$ cat src/rtl/grp_plru_pkg.sv
package grp_plru_pkg;

   // Top-level selector state: idle or re-drawing a rejected group number
   typedef enum logic [0:0] {
      SEL_IDLE  = 1'b0,
      SEL_RETRY = 1'b1
   } sel_state_e;

endpackage

$ cat src/rtl/grp_plru_tree.sv
// Combinational tree pseudo-LRU for one group: leaf walk and touch update.
module grp_plru_tree #(
   parameter int LEAVES = 8,
   localparam int LVL   = $clog2(LEAVES),
   localparam int NODES = LEAVES - 1
) (
   input  logic [NODES-1:0] tree_i,
   input  logic [LVL-1:0]   touch_leaf_i,
   output logic [LVL-1:0]   pick_leaf_o,
   output logic [NODES-1:0] tree_touched_o
);

   localparam logic [LVL-1:0] ONE = {{(LVL-1){1'b0}}, 1'b1};

   // follow node bits from the root, 0 = left child, 1 = right child
   always_comb begin
      logic [LVL-1:0] node;
      node        = '0;
      pick_leaf_o = '0;
      for (int l = 0; l < LVL; l++) begin
         pick_leaf_o[LVL-1-l] = tree_i[node];
         node = (node << 1) + ONE + {{(LVL-1){1'b0}}, tree_i[node]};
      end
   end

   // every node on the touched path points to the other side
   always_comb begin
      logic [LVL-1:0] node;
      logic           b;
      node           = '0;
      tree_touched_o = tree_i;
      for (int l = 0; l < LVL; l++) begin
         b                    = touch_leaf_i[LVL-1-l];
         tree_touched_o[node] = ~b;
         node = (node << 1) + ONE + {{(LVL-1){1'b0}}, b};
      end
   end

endmodule

$ cat src/rtl/grp_plru_lfsr.sv
// Galois LFSR supplying group draws; steps once per draw cycle.
module grp_plru_lfsr #(
   parameter int          W      = 16,
   parameter logic [W-1:0] TAPS  = 16'hB400,
   parameter logic [W-1:0] SEED  = 16'hACE1,
   parameter int          DRAW_W = 2
) (
   input  logic              clk,
   input  logic              rst_n,
   input  logic              step_i,
   output logic [DRAW_W-1:0] draw_o
);

   logic [W-1:0] state_q;
   logic [W-1:0] state_nx;

   always_comb begin
      state_nx = {1'b0, state_q[W-1:1]};
      if (state_q[0]) state_nx = state_nx ^ TAPS;
   end

   always_ff @(posedge clk) begin
      if (!rst_n)      state_q <= SEED;
      else if (step_i) state_q <= state_nx;
   end

   assign draw_o = state_q[DRAW_W-1:0];

   // a Galois LFSR seeded nonzero never reaches the all-zero lock state
   a_r5_lfsr_nonzero: assert property (@(posedge clk) disable iff (!rst_n)
      state_q != '0);

endmodule

$ cat src/rtl/grp_plru_store.sv
// Per-set storage of all group trees; one read/write set per cycle.
module grp_plru_store #(
   parameter int SETS   = 16,
   parameter int GROUPS = 3,
   parameter int NODES  = 7,
   localparam int SET_W = $clog2(SETS),
   localparam int GRP_W = $clog2(GROUPS)
) (
   input  logic                         clk,
   input  logic                         rst_n,
   input  logic [SET_W-1:0]             set_i,
   output logic [GROUPS-1:0][NODES-1:0] trees_o,
   input  logic                         we_i,
   input  logic [GRP_W-1:0]             wr_group_i,
   input  logic [NODES-1:0]             wr_tree_i
);

   logic [GROUPS-1:0][NODES-1:0] mem_q [SETS];

   for (genvar s = 0; s < SETS; s++) begin : g_set
      for (genvar g = 0; g < GROUPS; g++) begin : g_grp
         always_ff @(posedge clk) begin
            if (!rst_n)
               mem_q[s][g] <= '0;
            else if (we_i && set_i == SET_W'(s) && wr_group_i == GRP_W'(g))
               mem_q[s][g] <= wr_tree_i;
         end
      end
   end

   assign trees_o = mem_q[set_i];

endmodule

$ cat src/rtl/grp_plru_sel.sv
// Random-group, per-group tree pseudo-LRU victim selector.
module grp_plru_sel
   import grp_plru_pkg::*;
#(
   parameter int           NUM_SETS   = 16,
   parameter int           NUM_GROUPS = 3,
   parameter int           GROUP_WAYS = 8,
   parameter int           LFSR_W     = 16,
   parameter logic [15:0]  LFSR_TAPS  = 16'hB400,
   parameter logic [15:0]  LFSR_SEED  = 16'hACE1,
   localparam int LEAF_W     = $clog2(GROUP_WAYS),
   localparam int NODES      = GROUP_WAYS - 1,
   localparam int GRP_W      = $clog2(NUM_GROUPS),
   localparam int WAY_W      = GRP_W + LEAF_W,
   localparam int SET_W      = $clog2(NUM_SETS),
   localparam int TOTAL_WAYS = NUM_GROUPS * GROUP_WAYS
) (
   input  logic             clk,
   input  logic             rst_n,
   input  logic             req_i,
   input  logic [SET_W-1:0] set_i,
   input  logic             hit_i,
   input  logic [WAY_W-1:0] hit_way_i,
   output logic             victim_valid_o,
   output logic [WAY_W-1:0] victim_way_o,
   output logic             busy_o
);

   localparam logic [WAY_W:0] WAY_LIMIT = (WAY_W+1)'(TOTAL_WAYS);

   // Elaboration-time parameter checks
   if (GROUP_WAYS < 4 || (1 << LEAF_W) != GROUP_WAYS) begin : g_chk_ways
      $error("GROUP_WAYS must be a power of two, at least 4");
   end
   if (NUM_GROUPS < 2) begin : g_chk_groups
      $error("NUM_GROUPS must be at least 2");
   end
   if (NUM_SETS < 2 || (1 << SET_W) != NUM_SETS) begin : g_chk_sets
      $error("NUM_SETS must be a power of two, at least 2");
   end
   if (LFSR_W != 16 || LFSR_W < GRP_W || LFSR_SEED == '0) begin : g_chk_lfsr
      $error("LFSR must be 16 bits wide with a nonzero seed");
   end

   sel_state_e       st_q;
   logic [SET_W-1:0] set_q;
   logic             vv_q;
   logic [WAY_W-1:0] way_q;

   logic             accept, hit_legal, miss_go, draw_en, draw_ok, we;
   logic [SET_W-1:0] cur_set;
   logic [GRP_W-1:0] draw, wr_group;
   logic [LEAF_W-1:0] touch_leaf, sel_leaf;
   logic [NODES-1:0] wr_tree;

   logic [NUM_GROUPS-1:0][NODES-1:0]  trees;
   logic [NUM_GROUPS-1:0][NODES-1:0]  touched;
   logic [NUM_GROUPS-1:0][LEAF_W-1:0] pick_leaf;

   assign accept    = req_i && (st_q == SEL_IDLE);
   assign hit_legal = accept && hit_i && ({1'b0, hit_way_i} < WAY_LIMIT);
   assign miss_go   = accept && !hit_i;
   assign draw_en   = miss_go || (st_q == SEL_RETRY);
   assign cur_set   = (st_q == SEL_RETRY) ? set_q : set_i;

   grp_plru_lfsr #(
      .W(LFSR_W), .TAPS(LFSR_TAPS), .SEED(LFSR_SEED), .DRAW_W(GRP_W)
   ) u_lfsr (
      .clk(clk), .rst_n(rst_n), .step_i(draw_en), .draw_o(draw)
   );

   // A group count that fills the draw range never rejects
   if ((1 << GRP_W) == NUM_GROUPS) begin : g_draw_exact
      assign draw_ok = 1'b1;
   end else begin : g_draw_reject
      assign draw_ok = ({1'b0, draw} < (GRP_W+1)'(NUM_GROUPS));
   end

   grp_plru_store #(
      .SETS(NUM_SETS), .GROUPS(NUM_GROUPS), .NODES(NODES)
   ) u_store (
      .clk(clk), .rst_n(rst_n), .set_i(cur_set), .trees_o(trees),
      .we_i(we), .wr_group_i(wr_group), .wr_tree_i(wr_tree)
   );

   for (genvar g = 0; g < NUM_GROUPS; g++) begin : g_tree
      grp_plru_tree #(.LEAVES(GROUP_WAYS)) u_tree (
         .tree_i(trees[g]), .touch_leaf_i(touch_leaf),
         .pick_leaf_o(pick_leaf[g]), .tree_touched_o(touched[g])
      );
   end

   always_comb begin
      sel_leaf = '0;
      for (int g = 0; g < NUM_GROUPS; g++)
         if (draw == GRP_W'(g)) sel_leaf = pick_leaf[g];
   end

   assign touch_leaf = hit_legal ? hit_way_i[LEAF_W-1:0] : sel_leaf;
   assign wr_group   = hit_legal ? hit_way_i[WAY_W-1:LEAF_W] : draw;
   assign we         = hit_legal || (draw_en && draw_ok);

   always_comb begin
      wr_tree = '0;
      for (int g = 0; g < NUM_GROUPS; g++)
         if (wr_group == GRP_W'(g)) wr_tree = touched[g];
   end

   always_ff @(posedge clk) begin
      if (!rst_n) begin
         st_q  <= SEL_IDLE;
         set_q <= '0;
         vv_q  <= 1'b0;
         way_q <= '0;
      end else begin
         st_q <= (draw_en && !draw_ok) ? SEL_RETRY : SEL_IDLE;
         vv_q <= draw_en && draw_ok;
         if (draw_en) set_q <= cur_set;
         if (draw_en && draw_ok) way_q <= {draw, sel_leaf};
      end
   end

   assign victim_valid_o = vv_q;
   assign victim_way_o   = way_q;
   assign busy_o         = (st_q == SEL_RETRY);

   a_r7_valid_not_busy: assert property (@(posedge clk) disable iff (!rst_n)
      !(victim_valid_o && busy_o));

   a_r2_victim_in_range: assert property (@(posedge clk) disable iff (!rst_n)
      victim_valid_o |-> ({1'b0, victim_way_o} < WAY_LIMIT));

   a_r6_retry_ends_in_victim: assert property (@(posedge clk) disable iff (!rst_n)
      $fell(busy_o) |-> victim_valid_o);

   a_r9_illegal_hit_inert: assert property (@(posedge clk) disable iff (!rst_n)
      (req_i && !busy_o && hit_i && ({1'b0, hit_way_i} >= WAY_LIMIT))
      |=> (!victim_valid_o && !busy_o));

   a_r4_hit_no_victim: assert property (@(posedge clk) disable iff (!rst_n)
      (req_i && !busy_o && hit_i) |=> !victim_valid_o);

endmodule

$ cat config.mk
export PLATFORM = sky130hd
export DESIGN_NAME = grp_plru_sel
export DESIGN_NICKNAME = d
export VERILOG_FILES = /design/src/rtl/grp_plru_pkg.sv /design/src/rtl/grp_plru_tree.sv /design/src/rtl/grp_plru_lfsr.sv /design/src/rtl/grp_plru_store.sv /design/src/rtl/grp_plru_sel.sv
export SDC_FILE = /design/constraint.sdc
export NUM_CORES = 1
export LEC_CHECK = 0
export CORE_MARGIN = 2
export CORE_UTILIZATION = 35
export CTS_BUF_LIST = sky130_fd_sc_hd__clkbuf_8
export DETAILED_ROUTE_END_ITERATION = 8
export SKIP_LAST_GASP = 1
export SLEW_MARGIN = 20
export SYNTH_ARGS = -nofsm -noshare
export SYNTH_HDL_FRONTEND = slang
export SYNTH_SLANG_ARGS = --single-unit
$ cat constraint.sdc
create_clock -name clk -period 6.4 [get_ports clk]
set_input_delay 1.28 -clock clk [delete_from_list [all_inputs] [get_ports clk]]
set_output_delay 1.28 -clock clk [all_outputs]
set_load 0.05 [all_outputs]
After elaboration in Yosys (flattened, before gate mapping):

Memory sizes are Yosys's and may differ from the RTL's.
Index checks and enable logic that the tools add are counted.

* bits in registers: 27
* bits in writable memories: 336
* memories kept: 1
* input port bits: 13
* output and inout bits: 7

Memories
* u_store.mem_q: depth 16, width 21, rd ports 1, clocked after memory_dff 0, write ports 16, RTL line grp_plru_store.sv:18 `logic [GROUPS-1:0][NODES-1:0] mem_q [SETS];`

* mux-type cells: 226
* eq/ne operators: 19
* magnitude comparators: 12
* reductions and logical operators: 79
* bitwise operators: 53
* add/subtract/negate cells: 12

Operators by type and width (number)
* $mux W7: 51
* $mux W1: 154
* $logic_and A1 B1 Y1: 72
* $or A1 B1 Y1: 48
* $bwmux W7: 6
* $eq A4 B4 Y1 const B: 8
* $lt A3 B4 Y1 const B: 8
* $bmux W1 S3: 6
* $eq A4 B3 Y1 const B: 4
* $mux W16: 1
* $add A3 B1 Y3: 4
* $add A3 B1 Y3 const B: 4
* $mux W3: 4
* $add A1 B1 Y2 const A: 4
* $eq A4 B2 Y1 const B: 2
* $demux W1 S3: 2
* $ge A3 B1 Y1 const B: 2
* $lt A5 B5 Y1 const B: 1
* $eq A2 B1 Y1 const B: 2
* $eq A2 B2 Y1 const B: 2
* $eq A4 B1 Y1 const B: 1
* $logic_not A2 Y1: 2
* $logic_not A4 Y1: 1
* $mux W4: 1
* 6 further kinds: 11

Depth between registers and ports, before layout:

An unclocked memory read counts as a cell.

* depth in word-level cells: 24
* mapped depth: 18

Modules after synthesis:

From an unflattened synthesis, not the netlist that was laid out.

* cell total of the unflattened synthesis: 1261
* area, all modules: 16754.8 sq um

Modules (own cells, without submodules)
* grp_plru_store: times used 1, area each 14584.0 sq um, cells an instance 1013
* grp_plru_sel: times used 1, area each 795.8 sq um, cells an instance 88
* grp_plru_lfsr: times used 1, area each 646.9 sq um, cells an instance 58
* grp_plru_tree (g_tree[0].u_tree ...): times used 2, area each 237.7 sq um, cells an instance 34
* grp_plru_tree (g_tree[2].u_tree): times used 1, area each 252.7 sq um, cells an instance 34

Worst setup path after synthesis:

Ideal clock, no wire load.

* path type: in2reg
* start: input set_i[0]
* end: memory u_store.mem_q[0][0] in the netlist's numbering, data pin
* library setup time: 0.276 ns
* slack: 1.429 ns
* cell stages on the path: 15
* path buffers: 4
* arrival: 4.694 ns
* cell sequence: mux2_4 buf_2 mux4_2 a22oi_1 nand2_1 mux2_1 a22o_1 o22ai_2 ha_1 clkbuf_2 nand4_1 a21oi_1 clkbuf_1 clkbuf_1 nor4_2

RTL lines
* start: declaration: RTL line grp_plru_sel.sv:21 `input logic [SET_W-1:0] set_i,`
* end: declaration: RTL line grp_plru_store.sv:18

==> qor.csv <==
metric,value,unit
status,completed,
initial antenna violation count,0,
Synth Area in Adders,0.299,%
Iteration-0 DRC Markers,1376,
GP Congestion,0.957,
DR pass1 iterations,5,
Util after Layout,40.7,%
Diodes inserted,0,
crit path DAT,5.81,ns
clk root buf,clkbuf_8,
Switching Share,28.2,%
nets,1419,
area grow syn2layout,15.2,%
FF-to-FF path depth,16,
P_int,3.86,mW
Sequential Power Share,50.3,%
Final Power,5.37,mW
largest net degree at the start of global routing,59,
max-slew headroom at the worst pin,30.4,%
element type at the critical path start,input port,
Post-Synth Simple-Gate Area,16.9,%
CTS tree,yes,
largest family of logic cells by synthesized area,simple AND/OR/NAND/NOR gates,
Synth cell types,46,
Synth Area in Compound Gates,3.86,%
hold depth,2,
GR Overflow Total,0,
Rows,80,
Clk pwr share,35.2,%
DR vias,11900,
"Design Area, Final",19300,um2
Clock Skews,0.0226,ns
highest routed layer,met4,
Post-synth EDFFs,336,
# IOs,20,
All-Layer GR Usage,21.1,%
final setup violation count,0,
first-pass GRT wire length,77.2,mm
Setup Slack @ Placement,0.370,ns
die width,223,um
Max IR drop VDD,0.162,mV
met2 wire len,24.3,mm
DRT antenna net count,0,
hpwl dp,35.0,mm
Avg Inst Size Synth,12.7,um2
# hold bufs at CTS,0,
CTS resizes,0,
"flops & latches, synth",363,
layout cell share with drive strength beyond 1,20.2,%
"Clk Latency, worst-skew pair",0.67,ns
Post-Syn Area,16700,um2
"CTS clk-pin slew, worst paths",0.06,ns
Vias per Instance,5.76,
multiplexer area fraction after synthesis,12.7,%
DRC Markers,0,
Tcrit/Tclk final,84.6,%
switching pwr,1.51,mW
top_reg_cell synth,edfxtp_1,
DIE AREA,49600,um2
syn_nets,1337,
R2R setup slack,1.50,ns
vias in the first global route,11800,
xor and xnor area share after synthesis,0.157,%
max frequency,0.185,GHz
IO buf count,19,
worst setup margin,0.983,ns
Comb power frac,14.5,%
leak pwr,6.90,nW
number of setup buffers added after CTS,0,
DR WL met3,4.97,mm
critical path endpoint category,flop,
unrepaired setup endpoints after global routing,false,
sequential-to-total area share from yosys stat,63.5,%
Final Hold Viols,0,
setup TNS,0,ns
H-tree levels,2,
critical path type,input port to flop,
Post-DP Area,18200,um2
total wire length,51.9,mm
slew at the pin closest to its max-slew limit,1.03,ns
CTS Buf Count,59,
CP required,6.79,ns
Final Critical Period,5.42,ns
chip height,223,um
Max Buffers Root-to-Sink,3,
Initial Utilization,35.3,%
DR WL/cell,25.1,um
Max Cap Viol,0,
HP Class,flop to flop,
PD cells,278,nW/um2
CORE AREA,47400,um2
"FFs w/ async S/R, synth",0,%
Synth warnings,0,
number of clock sinks,363,
cell count after synthesis,1320,
"Slew Viols, Final",0,
Metal-1 WL,20.6,mm
worst-path fanout max,57,
-- per-stage QoR --
stage	instances	hold WS, ns
3_5_place_dp	1956	0.446
6_report	2064	0.452
2_1_floorplan	1320	0.432
4_1_cts	2064	0.454
3_3_place_gp	1956	0.439
5_1_grt	2064	0.485
-- sequential cells by signal (all words and copies together), names as in the netlist --
signal and flops:
u_store.mem_q 336, u_lfsr.state_q 16, victim_way_o 5, set_q 4
busy_o 1, victim_valid_o 1
-- placed cells by master (no fill, tap or decap), types with 3 or more instances in the layout --
cell type / count
clkdlybuf4s50_1: 18
a21oi_1: 16
nand3_1: 10
buf_4: 91
nand2b_1: 4
nand2_1: 183
o21ai_0: 49
o21ai_1: 8
dfxtp_1: 27
nor4_1: 41
buf_12: 8
a211oi_1: 4
o22a_1: 4
clkinvlp_4: 4
mux4_2: 84
edfxtp_1: 336
nand4_1: 21
nor2_1: 290
o21a_1: 4
nor3_1: 54
nor4_2: 20
inv_1: 24
clkinv_1: 19
and3b_1: 3
a21o_1: 4
o22ai_1: 4
o21ai_2: 4
clkinv_2: 4
ha_1: 4
mux2i_1: 15
clkbuf_8: 60
-- layout make-up --
cell class                 instances  area [um2]
clock buffer                      60         826
clock inverter                    48         253
inverter                           5        18.8
multi-input combinational        855        5770
timing repair buffer             118        1030
fill                            4490       28100
sequential                       363       10600
tap                              615         769
-- final timing paths --
| kind | startpoint | to |
|---|---|---|
| setup / recovery | set_i[0] | u_store.mem_q[5][18] |
| hold / removal | u_lfsr.state_q[2] | u_lfsr.state_q[1] |
| setup reg to reg | busy_o | u_store.mem_q[5][18] |
| hold reg to reg | u_lfsr.state_q[2] | u_lfsr.state_q[1] |
-- power by group through the flow --
stage	Clock, mW	Sequential, mW	Combinational (mW)
2_1_floorplan	0	2.75	0.425
3_3_place_gp	0	2.75	0.764
3_5_place_dp	0	2.75	0.767
4_1_cts	1.92	2.71	0.770
5_1_grt	2.02	2.71	0.816
6_report	1.89	2.70	0.777
-- cells by family after synthesis --
family                   count (synthesis)
AO/OA/AOI/OAI                          109
multiplexers                           106
flip-flops                             363
XOR/XNOR                                 3
AND/OR/NAND/NOR                        633
adder cells (fa/ha/maj)                  4
buffers and inverters                  102
-- cells in the mapped netlist, types with 2 or more instances --
cell	n	area (um2)
buf_1	5	18.8
nor4_2	20	250
a22o_1	2	17.5
nand3_1	10	50.1
edfxtp_1	336	10100
nor2_1	291	1090
ha_1	4	50.1
nor3_1	55	275
o22a_1	4	35.0
inv_1	4	15.0
mux2_2	3	33.8
buf_6	2	22.5
nand4_1	21	131
mux2i_1	17	170
a211oi_1	4	30.0
and3b_1	3	26.3
o21ai_0	58	290
nand2b_1	4	25.0
a21o_1	4	30.0
a21oi_1	17	85.1
o21a_1	4	30.0
o22ai_1	4	25.0
clkbuf_1	68	255
nor4_1	41	257
buf_2	14	70.1
a22oi_1	2	15.0
nor2b_1	2	12.5
buf_4	7	52.6
o21ai_1	5	25.0
dfxtp_1	27	541
nand2_1	183	687
xor2_1	2	17.5
mux4_2	84	1890
-- per-layer routing --
| layer | vias up | track usage (%) |
|---|---|---|
| li1 | 5078 | - |
| met1 | 6001 | 28.5 |
| met2 | 683 | 33.3 |
| met3 | 126 | 4.71 |
| met4 | 0 | 8.03 |
| met5 | - | 0 |
-- critical path, cell delays in order --
cell	delay (ns)
clkdlybuf4s50_1	0.50
mux2_8	0.56
mux4_2	0.62
a22oi_1	0.40
nand2_1	0.14
mux2_1	0.34
a22o_1	0.28
o22ai_2	0.17
inv_1	0.09
ha_1	0.26
o21a_1	0.19
nor2_1	0.27
nor2_1	0.09
o21ai_2	0.10
buf_4	0.26
nor2_1	0.08
Power figures use the tool's default switching activity.
